$ cat src/rtl/evt_stamp_pkg.sv
package evt_stamp_pkg;

  localparam int ADDR_W = 4;
  localparam int BUS_W  = 32;
  localparam int HALF_W = 16;

  localparam logic [ADDR_W-1:0] ADDR_DATA = 4'd0;
  localparam logic [ADDR_W-1:0] ADDR_STAT = 4'd1;
  localparam logic [ADDR_W-1:0] ADDR_EN   = 4'd2;
  localparam int                ADDR_DIV0 = 3;

  localparam int ST_UNDER = 2;
  localparam int ST_OVER  = 3;
  localparam int ST_EMPTY = 4;
  localparam int ST_LVL   = 8;
  localparam int LVL_W    = 3;

  typedef struct packed {
    logic push;
    logic popWord;
    logic clear;
  } dpStrobe_t;

endpackage

$ cat src/rtl/evt_stamp_ctrl.sv
module evt_stamp_ctrl
  import evt_stamp_pkg::*;
#(
  parameter int LANES      = 16,
  parameter int FIRST_LANE = 4,
  parameter int NODIV_LANE = 15,
  parameter int DIV_W      = 16
) (
  input  logic                   clk,
  input  logic                   rstN,
  input  logic [LANES-1:0]       srcIn,
  input  logic                   busWe,
  input  logic                   busRe,
  input  logic [ADDR_W-1:0]      busAddr,
  input  logic [BUS_W-1:0]       busWdata,
  output logic [BUS_W-1:0]       cfgRdata,
  output logic [LANES-1:0]       fireVec,
  output dpStrobe_t              strb
);

  localparam int NDIV = LANES - FIRST_LANE;
  localparam logic [LANES-1:0] VALID_MASK = ~LANES'((1 << FIRST_LANE) - 1);

  logic [LANES-1:0]            prevSrc;
  logic [LANES-1:0]            riseVec;
  logic [LANES-1:0]            srcEn;
  logic [NDIV-1:0][DIV_W-1:0]  divOut;

  always_ff @(posedge clk) begin
    if (!rstN) prevSrc <= '0;
    else       prevSrc <= srcIn;
  end

  assign riseVec = srcIn & ~prevSrc;

  always_ff @(posedge clk) begin
    if (!rstN)
      srcEn <= '0;
    else if (busWe && busAddr == ADDR_EN)
      srcEn <= busWdata[LANES-1:0] & VALID_MASK;
  end

  for (genvar g = 0; g < LANES; g++) begin : gLane
    if (g < FIRST_LANE) begin : gUnused
      assign fireVec[g] = riseVec[g] & srcEn[g];
    end else if (g == NODIV_LANE) begin : gDirect
      assign fireVec[g]            = riseVec[g] & srcEn[g];
      assign divOut[g-FIRST_LANE]  = '0;
    end else begin : gPrescale
      localparam int SLOT    = g - FIRST_LANE;
      localparam int REG_IDX = ADDR_DIV0 + SLOT / 2;
      localparam int LSB     = (SLOT % 2) * HALF_W;
      logic [DIV_W-1:0] divReg;
      logic [DIV_W-1:0] edgeCnt;
      logic             hitNow;

      assign hitNow = edgeCnt >= divReg;

      always_ff @(posedge clk) begin
        if (!rstN)
          divReg <= '0;
        else if (busWe && busAddr == ADDR_W'(REG_IDX))
          divReg <= busWdata[LSB +: DIV_W];
      end

      always_ff @(posedge clk) begin
        if (!rstN || !srcEn[g])
          edgeCnt <= '0;
        else if (riseVec[g])
          edgeCnt <= hitNow ? '0 : edgeCnt + 1'b1;
      end

      assign fireVec[g]           = riseVec[g] & srcEn[g] & hitNow;
      assign divOut[SLOT]         = divReg;
    end
  end

  always_comb begin
    cfgRdata = '0;
    if (busAddr == ADDR_EN)
      cfgRdata[LANES-1:0] = srcEn;
    for (int l = 0; l < NDIV; l++) begin
      if (int'(busAddr) == ADDR_DIV0 + l / 2)
        cfgRdata[(l % 2) * HALF_W +: DIV_W] = divOut[l];
    end
  end

  assign strb.push    = |fireVec;
  assign strb.popWord = busRe && busAddr == ADDR_DATA;
  assign strb.clear   = busWe && busAddr == ADDR_STAT && busWdata == '0;

  AST_NODIV_EVERY: assert property (@(posedge clk) disable iff (!rstN)
    ($rose(srcIn[NODIV_LANE]) && srcEn[NODIV_LANE]) |-> strb.push);

  AST_LOW_EN_ZERO: assert property (@(posedge clk) disable iff (!rstN)
    $past(busWe && busAddr == ADDR_EN) |-> srcEn[FIRST_LANE-1:0] == '0);

endmodule

$ cat src/rtl/evt_stamp_dp.sv
module evt_stamp_dp
  import evt_stamp_pkg::*;
#(
  parameter int MAP_W = 16,
  parameter int TS_W  = 32,
  parameter int DEPTH = 16
) (
  input  logic              clk,
  input  logic              rstN,
  input  dpStrobe_t         strb,
  input  logic [MAP_W-1:0]  fireVec,
  input  logic [TS_W-1:0]   timeNs,
  output logic [BUS_W-1:0]  dataWord,
  output logic [BUS_W-1:0]  statusWord
);

  localparam int PTR_W   = $clog2(DEPTH);
  localparam int CNT_W   = PTR_W + 1;
  localparam int QUARTER = DEPTH / 4;

  logic [MAP_W-1:0] mapMem [DEPTH];
  logic [TS_W-1:0]  tsMem  [DEPTH];
  logic [PTR_W-1:0] wrPtr, rdPtr;
  logic [CNT_W-1:0] count;
  logic             halfSel;
  logic             ovfFlag, undFlag;
  logic             isEmpty, isFull, doPush, doPop;
  logic [LVL_W-1:0] level;

  assign isEmpty = count == '0;
  assign isFull  = count == CNT_W'(DEPTH);
  assign doPush  = strb.push && !isFull && !strb.clear;
  assign doPop   = strb.popWord && !isEmpty && halfSel && !strb.clear;

  always_ff @(posedge clk) begin
    if (doPush) begin
      mapMem[wrPtr] <= fireVec;
      tsMem[wrPtr]  <= timeNs;
    end
  end

  always_ff @(posedge clk) begin
    if (!rstN || strb.clear) begin
      wrPtr   <= '0;
      rdPtr   <= '0;
      count   <= '0;
      halfSel <= 1'b0;
      ovfFlag <= 1'b0;
      undFlag <= 1'b0;
    end else begin
      if (doPush)
        wrPtr <= wrPtr + 1'b1;
      if (strb.push && isFull)
        ovfFlag <= 1'b1;
      if (strb.popWord) begin
        if (isEmpty)
          undFlag <= 1'b1;
        else if (halfSel) begin
          rdPtr   <= rdPtr + 1'b1;
          halfSel <= 1'b0;
        end else
          halfSel <= 1'b1;
      end
      count <= count + CNT_W'(doPush) - CNT_W'(doPop);
    end
  end

  always_comb begin
    dataWord = '0;
    if (!isEmpty) begin
      if (halfSel) dataWord[TS_W-1:0]  = tsMem[rdPtr];
      else         dataWord[MAP_W-1:0] = mapMem[rdPtr];
    end
  end

  assign level = LVL_W'(count / CNT_W'(QUARTER));

  always_comb begin
    statusWord                       = '0;
    statusWord[ST_UNDER]             = undFlag;
    statusWord[ST_OVER]              = ovfFlag;
    statusWord[ST_EMPTY]             = isEmpty;
    statusWord[ST_LVL +: LVL_W]      = level;
  end

  AST_NO_OVERFLOW: assert property (@(posedge clk) disable iff (!rstN)
    count <= CNT_W'(DEPTH));

  AST_FULL_DROP: assert property (@(posedge clk) disable iff (!rstN)
    (strb.push && isFull && !strb.popWord && !strb.clear)
      |=> (statusWord[ST_OVER] && isFull && wrPtr == $past(wrPtr)));

  AST_EMPTY_READ: assert property (@(posedge clk) disable iff (!rstN)
    (strb.popWord && isEmpty && !strb.clear) |=> statusWord[ST_UNDER]);

  AST_CLEAR_ALL: assert property (@(posedge clk) disable iff (!rstN)
    strb.clear |=> (statusWord[ST_EMPTY] && !statusWord[ST_OVER] && !statusWord[ST_UNDER]));

  AST_LEVEL_RANGE: assert property (@(posedge clk) disable iff (!rstN)
    statusWord[ST_LVL +: LVL_W] <= LVL_W'(4));

endmodule

$ cat src/rtl/evt_stamp_fifo.sv
module evt_stamp_fifo
  import evt_stamp_pkg::*;
#(
  parameter int LANES      = 16,
  parameter int FIRST_LANE = 4,
  parameter int NODIV_LANE = 15,
  parameter int DIV_W      = 16,
  parameter int TS_W       = 32,
  parameter int DEPTH      = 16
) (
  input  logic              clk,
  input  logic              rstN,
  input  logic [TS_W-1:0]   timeNs,
  input  logic [LANES-1:0]  srcIn,
  input  logic              busWe,
  input  logic              busRe,
  input  logic [3:0]        busAddr,
  input  logic [31:0]       busWdata,
  output logic [31:0]       busRdata
);

  dpStrobe_t         strb;
  logic [LANES-1:0]  fireVec;
  logic [BUS_W-1:0]  cfgRdata, dataWord, statusWord;

  evt_stamp_ctrl #(
    .LANES(LANES), .FIRST_LANE(FIRST_LANE), .NODIV_LANE(NODIV_LANE), .DIV_W(DIV_W)
  ) i_ctrl (
    .clk(clk), .rstN(rstN), .srcIn(srcIn),
    .busWe(busWe), .busRe(busRe), .busAddr(busAddr), .busWdata(busWdata),
    .cfgRdata(cfgRdata), .fireVec(fireVec), .strb(strb)
  );

  evt_stamp_dp #(
    .MAP_W(LANES), .TS_W(TS_W), .DEPTH(DEPTH)
  ) i_dp (
    .clk(clk), .rstN(rstN), .strb(strb), .fireVec(fireVec), .timeNs(timeNs),
    .dataWord(dataWord), .statusWord(statusWord)
  );

  always_comb begin
    case (busAddr)
      ADDR_DATA: busRdata = dataWord;
      ADDR_STAT: busRdata = statusWord;
      default:   busRdata = cfgRdata;
    endcase
  end

endmodule

$ cat config.mk
export PLATFORM = sky130hd
export DESIGN_NAME = evt_stamp_fifo
export DESIGN_NICKNAME = d
export VERILOG_FILES = /design/src/rtl/evt_stamp_pkg.sv /design/src/rtl/evt_stamp_ctrl.sv /design/src/rtl/evt_stamp_dp.sv /design/src/rtl/evt_stamp_fifo.sv
export SDC_FILE = /design/constraint.sdc
export NUM_CORES = 2
export LEC_CHECK = 0
export BUFFER_PORTS_ARGS = -buffer_cell sky130_fd_sc_hd__buf_2
export CAP_MARGIN = 30
export CORE_ASPECT_RATIO = 1.2
export CORE_MARGIN = 2
export CORE_UTILIZATION = 60
export DETAILED_ROUTE_END_ITERATION = 8
export PLACE_DENSITY_LB_ADDON = 0.08
export SYNTH_ARGS = -nofsm -noshare
export SYNTH_HDL_FRONTEND = slang
export SYNTH_HIERARCHICAL = 1
export SYNTH_SLANG_ARGS = --single-unit
$ cat constraint.sdc
create_clock -name clk -period 21.5 [get_ports clk]
set_input_delay 4.3 -clock clk [delete_from_list [all_inputs] [get_ports clk]]
set_output_delay 4.3 -clock clk [all_outputs]
set_load 0.02 [all_outputs]
# Yosys cells after proc, flatten, opt, wreduce, memory -nomap -nowiden
# Memory sizes are Yosys's and may differ from the RTL's. A register that Yosys moved wholly into a read port is not among the register bits.
# Cells that the tools add are included.
# totals
ff_bits	396
ram_bits	704
input_bits	88
wordCells	184
memories	2
# memory_table
name	depth	width	rd	rd_clocked_by_memory_dff	wr	line	source
i_dp.tsMem	16	32	1	1	1	evt_stamp_dp.sv:22	logic [TS_W-1:0] tsMem [DEPTH];
i_dp.mapMem	16	12	1	1	1	evt_stamp_dp.sv:21	logic [MAP_W-1:0] mapMem [DEPTH];
# op_classes
n_addsub	15
order_cmp	11
eq_ne	15
muxes	35
bitwise	26
reduce_logical	50
# op_table
op	n
2-to-1 mux 16 bit	26
adder 16 x 1 -> 16 bit (second input constant)	11
>= comparator 16 bit	11
one-hot mux 32 bit (2 select lines)	1
logical NOT 32 bit	1
2-to-1 mux 32 bit	1
== test 4 bit (second input constant)	6
bitwise AND 1 bit	23
== test 4 x 3 -> 1 bit (second input constant)	5
bitwise AND 16 bit	1
logical AND 1 bit	16
2-to-1 mux 4 bit	4
inverter 16 bit	1
logical NOT 1 bit	15
logical OR 1 bit	12
OR reduction 12 bit	1
adder 4 x 1 -> 4 bit (second input constant)	2
== test 4 x 2 -> 1 bit (second input constant)	2
adder 5 x 1 -> 5 bit	1
== test 5 bit (second input constant)	1
logical NOT 5 bit	1
subtractor 5 x 1 -> 5 bit	1
== test 4 x 1 -> 1 bit (second input constant)	1
logical NOT 4 bit	1
other kinds (4)	7

# Depth between registers and ports, before layout
# depth
ltp_word	9
ltp_mapped	20
depth_no_buf	20

# Hierarchy
# The synthesis kept the hierarchy.
# modules_own_cells
mod	n_inst	cells_each	area_each_um2
evt_stamp_dp	1	1476	30673.2
evt_stamp_ctrl	1	2577	20498.4
evt_stamp_fifo	1	72	1067.3

# Worst setup path after synthesis
# No wires, ideal clock.
# synth_timing
path_type	in2reg
from	in srcIn[5]
to	mem i_dp/mapMem[0][0] (netlist bit) (enable)
setup_ns	0.513
t_arrival_ns	9.907
required_time_ns	20.987
setup_slack_ns	11.080
stages	11
cell_sequence	nor2b_1 or3b_2 o22ai_1 a21oi_1 nor2b_1 or4_1 or4_1 inv_1 nor3b_1 nand2_1 nor3_1
# synth_rtl
element	line	source
start, declared	evt_stamp_fifo.sv:14	input logic [LANES-1:0] srcIn,
end, declared	evt_stamp_dp.sv:21	

# Worst setup path in the final report
# layout_timing
from	in busAddr[1]
to	out busRdata[11]
# layout_between
elab_chain_len	9
elab_cells_between_ends	17
cone_classes	8 x eq/ne; 8 x mux; 1 x reduce/logical
# layout_rtl
element	line	source
start, declared	evt_stamp_fifo.sv:17	input logic [3:0] busAddr,
== test 4 x 2 -> 1 bit	evt_stamp_ctrl.sv:80	if (busAddr == ADDR_EN)
2-to-1 mux 16 bit	evt_stamp_ctrl.sv:80	
2-to-1 mux 16 bit (5 in a row)	evt_stamp_ctrl.sv:83	if (int'(busAddr) == ADDR_DIV0 + l / 2)
2-to-1 mux 16 bit (*)	evt_stamp_ctrl.sv:83	
via cfgRdata[11]	evt_stamp_fifo.sv:24	logic [BUS_W-1:0] cfgRdata, dataWord, statusWord;
one-hot mux 32 bit (2 select lines) (*)	evt_stamp_fifo.sv:42	case (busAddr)
end, declared	evt_stamp_fifo.sv:19	output logic [31:0] busRdata
# The timed path passes the listed nets; every way through them passes the cells marked *.

==> results by stage <==
Cells and area:
- The most common cell after layout, fill and taps aside is edfxtp_1.
- In the final layout, the share of cells above drive strength 1 is 0.147.
- Fill cells in the final layout number between 6,000 and 7,000.
- The count of placed standard cells in the final layout, fillers left out is about 5,500.
- The top cell types in the final layout, fill and taps aside, are 768 x edfxtp_1, 520 x nand2_1, 392 x dfxtp_1.
- From synthesis to final layout, the design area changed by 10.7%.
- The number of nets in the final layout is about 4,500.

Global routing:
- The global-route wire length before repair is around 200,000 µm.
- Entering global routing, the biggest net connects 83 pins.
- The via count of the first global-routing pass is between 30,000 and 40,000.
- The total overflow reported by the global router is 0.
- The overall global routing resource usage is 0.296.
- The number of antenna violations at the first check in global routing was 16.

Place:
- Routability-driven placement finished with a final weighted congestion of 0.948.
- Once placement completed, the tool counted placed cells totaling 5,239.
- The quantity of I/O buffers inserted on ports is 115.
- The post-DP HPWL is 82,300 µm.

Power and ir drop:
- The total power draw is between 4 and 5 mW.
- Summed over all nets, the switching power comes to approximately 0.96 mW.
- Across the VDD grid, the largest voltage drop is roughly 0.080 mV.
- Of the total power, the share spent switching nets is 0.209.
- The power density over the cells is 79.1 nW/µm².
- The internal power component is approximately 3.6 mW.
- The relative contribution of sequential cells to total power is 0.523.
- The standby leakage power is about 19 nW.
- Of the total power, combinational logic draws 0.032.
- The part of the total power dissipated in the clock network is 0.445.

Clock tree:
- TritonCTS created ~110 clock buffers.
- The number of setup buffers added after CTS is 0.
- Clock-pin slew was measured on the worst setup and hold paths at roughly 0.060 ns.
- The CTS tree is yes.
- The clock passes through at most 3 buffers.
- Gates resized during post-CTS repair numbered 0.
- The clock net in this run drives a total of approximately 1,200 sinks.
- The tree is rooted in a clkbuf_16.
- The worst-skew pair later-pin latency is around 0.71 ns.
- The level count of the clock H-tree is 3.
- Buffers inserted to repair hold after CTS numbered 0.

Detailed routing:
- The post-detailed-routing wire length is about 130,000 µm.
- In this run, the number of DRC markers left after iteration 0 of detailed routing was just under 3,000.
- The total number of vias is roughly 33,000.
- The number of nets with antenna violations after detailed routing is 0.
- The first TritonRoute pass finished after 6 iterations.
- The average wire length per cell after detail routing is ~24 µm.
- The detailed-route DRC error count is 0.
- The average vias per placed instance is 5.98.

Synthesis:
- The count of unique library cells instantiated by Yosys is 75.
- The synthesis warning total is 6.
- For this run, the leading register cell type out of synthesis is edfxtp_1.
- The total of flip-flops plus latches after synthesis is roughly 1,200.
- Of the synthesized area, sequential elements account for 0.593.
- In this run the cell area of the synthesized design comes to approximately 52,000 µm².
- The post-synthesis async set-or-reset flop share is 0.
- The synthesized design contains roughly 770 enable-type register cells.
- The post-synthesis cell count is between 4,000 and 5,000.
- The mean instance size in the synthesized netlist is between 10 and 15 µm².

Hold path:
- The class of the most critical hold timing path is reg2reg.

Die:
- The horizontal die dimension is about 270 µm.
- Measured along the y axis, the die boundary spans about 330 µm.
- The placeable core region is about 86,000 µm².
- The floorplan has roughly 120 rows.
- The top-level port count is 120.
- The initial utilization of the core area, before any placement, comes to 0.606.
- The area of the die is 89,500 µm².

Worst setup path:
- For the worst flop-to-flop path, the logic depth is 14.
- Counting buffers and inverters, the worst setup path is 7 cells deep.
- STA classifies the critical path endpoint as an output port.
- The slowest library cell on the worst path is nor2_2.
- The source of the worst register-to-register timing path is i_ctrl/gLane[7].gPrescale.divReg[13].
- Walking the worst path, the cells encountered are buf_2, nand2b_1, nor2_2, nor3_1, o21ai_0, mux2_4, buf_2.
- STA classifies the critical path startpoint as an input port.
- The worst setup path category is in2out.
- The capture point of the worst reg-to-reg path is i_dp/tsMem[8][25].
- The setup check on the worst reg-to-reg path leaves a slack of between 15 and 20 ns.
- The critical path contains buffers and inverters numbering 2 combined.
- Following the worst setup path forward leads to its endpoint at busRdata[11].
- STA puts the critical path data arrival time at roughly 7 ns.
- Tracing the worst setup path back leads to its startpoint at busAddr[1].
- STA puts the critical path data required time at between 15 and 20 ns.
- The cell occurring most often along the worst timing path is buf_2.
- The cell family contributing the most delay on the critical path is simple AND/OR/NAND/NOR gates.
- On the worst path, the slowest cell contributes a delay of between 0.7 and 0.8 ns.
- The largest fanout on the critical path is 40.

Flow run:
- The max-cap check violation count is 0.

STA:
- The post-layout minimum cycle time is roughly 12 ns.
- The final setup skew is 0.0332 ns.
- The transition at the pin with the smallest max-transition slack is between 1 and 1.5 ns.
- Setup violations remaining at the end of the flow were counted as 0.
- Of the available clock period, the critical path in the final layout requires 0.535.
- The number of pins with negative max-slew slack in the final report came to 0.
- The final hold violation count is 0.
- Setup repair after global routing left no endpoint under its margin.
- The setup TNS after final layout is 0 ns.
- The worst pin sits at a relative slew slack of 0.250.
- Static timing analysis puts the maximum clock frequency at ~0.087 GHz.

Status:
- The flow ran to the end, and the final reports show no timing, DRC or antenna violations.
[cell type report]
type,count,area (µm²),share of cell area
Sequential cell,1164,31000,0.536
Multi-Input combinational cell,2524,19400,0.335
Clock buffer,135,2950,0.0510
Tap cell,1140,1430,0.0247
Timing Repair Buffer,193,1360,0.0235
Clock inverter,70,865,0.0150
Inverter,222,833,0.0144
Antenna cell,6,15.0,0.000260
[synth_stat cells, drive strengths merged (4+ instances only)]
| cell type | instances | area [µm²] |
|---|---|---|
| and2 | 22 | 140 |
| a31oi | 5 | 31.3 |
| or3 | 13 | 81.3 |
| nor2b | 19 | 119 |
| clkbuf | 140 | 529 |
| a21o | 21 | 158 |
| nor4 | 10 | 62.6 |
| o22ai | 20 | 125 |
| a221o | 4 | 40.0 |
| a41oi | 8 | 70.1 |
| nand2b | 19 | 119 |
| xnor2 | 84 | 736 |
| mux4 | 128 | 2900 |
| or4 | 6 | 45.0 |
| ha | 198 | 2480 |
| o21ai | 70 | 350 |
| o211ai | 4 | 30.0 |
| a211oi | 7 | 52.6 |
| inv | 222 | 833 |
| a21boi | 189 | 1420 |
| and4 | 17 | 149 |
| a221oi | 6 | 52.6 |
| buf | 103 | 785 |
| a211o | 4 | 35.0 |
| a22oi | 151 | 1170 |
| nand3 | 130 | 651 |
| a2111oi | 5 | 43.8 |
| nand4 | 37 | 231 |
| nand2 | 520 | 1950 |
| nor2 | 285 | 1070 |
| edfxtp | 768 | 23100 |
| o21a | 7 | 52.6 |
| xor2 | 82 | 718 |
| a21oi | 64 | 324 |
| mux2i | 171 | 1710 |
| nor3 | 29 | 166 |
| dfxtp | 396 | 7930 |
| mux2 | 97 | 1320 |
| and3 | 27 | 169 |
[worst min-delay path, cell delays in order (launching register included)]
cell and delay [ns]:
dfxtp_1 0.31, nand2_1 0.05, a21boi_0 0.06
[stage by stage]
step | util | worst slack (ns) | hold WS (ns) | cell area, µm²
after floorplan | - | 11.08 | 0.438 | 52300
after global placement | 0.622 | 9.93 | 0.450 | 53700
after detailed placement | 0.625 | 10.14 | 0.459 | 53900
after CTS | 0.669 | 10.13 | 0.468 | 57700
after global routing | 0.671 | 9.92 | 0.483 | 57800
final | 0.671 | 9.99 | 0.466 | 57800
[cells by family (layout without fill, tap and decap cells)]
kind of cell               count (synthesis)  in the layout  share of synthesized area
DFF                                     1164           1164                      0.593
and+or+nand+nor                         1149           1149                     0.0975
AOI/OAI and AO/OA                        584            584                     0.0790
buffers and inverters                    465            620                     0.0411
muxes                                    396            396                      0.113
adders and majority gates                199            199                     0.0478
xor gates and xnor gates                 166            166                     0.0278
other                                      2             36                   0.000144
[per-layer routing]
metal,vias to the layer above,GRT usage,part of all wire
li1,15100,-,-
met3,248,0.0487,0.067
met5,-,0,0.00085
met2,1012,0.492,0.49
met4,18,0.119,0.038
met1,16200,0.390,0.41
[how the worst min path moves through the flow]
stage,startpoint,end,cells after the start
final,i_ctrl/gLane[9].gPrescale.divReg[5],i_ctrl/gLane[9].gPrescale.divReg[5],2
after global routing,i_ctrl/gLane[9].gPrescale.divReg[10],i_ctrl/gLane[9].gPrescale.divReg[10],2
after CTS,i_ctrl/gLane[9].gPrescale.divReg[9],i_ctrl/gLane[9].gPrescale.divReg[9],2
after detailed placement,i_ctrl/gLane[9].gPrescale.divReg[10],i_ctrl/gLane[9].gPrescale.divReg[10],2
after global placement,i_ctrl/gLane[9].gPrescale.divReg[9],i_ctrl/gLane[9].gPrescale.divReg[9],2
after floorplan,i_dp/undFlag,i_dp/undFlag,2
[sequential cells by signal, summed over array words and instances (netlist names), 4 cells and up, named ones only]
name	count
i_dp/rdPtr	4
i_dp/wrPtr	4
i_dp/mapMem	256
i_ctrl/prevSrc	12
i_dp/count	5
i_dp/tsMem	512
i_ctrl/gLane.gPrescale.edgeCnt	176
i_ctrl/srcEn	12
i_ctrl/gLane.gPrescale.divReg	176
[power by group through the flow]
stage	sequential [mW]	combinational (mW)	clock [mW]
2_1_floorplan	2.44	0.0896	0
3_3_place_gp	2.44	0.143	0
3_5_place_dp	2.44	0.145	0
4_1_cts	2.39	0.145	2.06
5_1_grt	2.39	0.157	2.15
6_report	2.39	0.147	2.03
No activity file was read; power rests on OpenSTA's default activity.
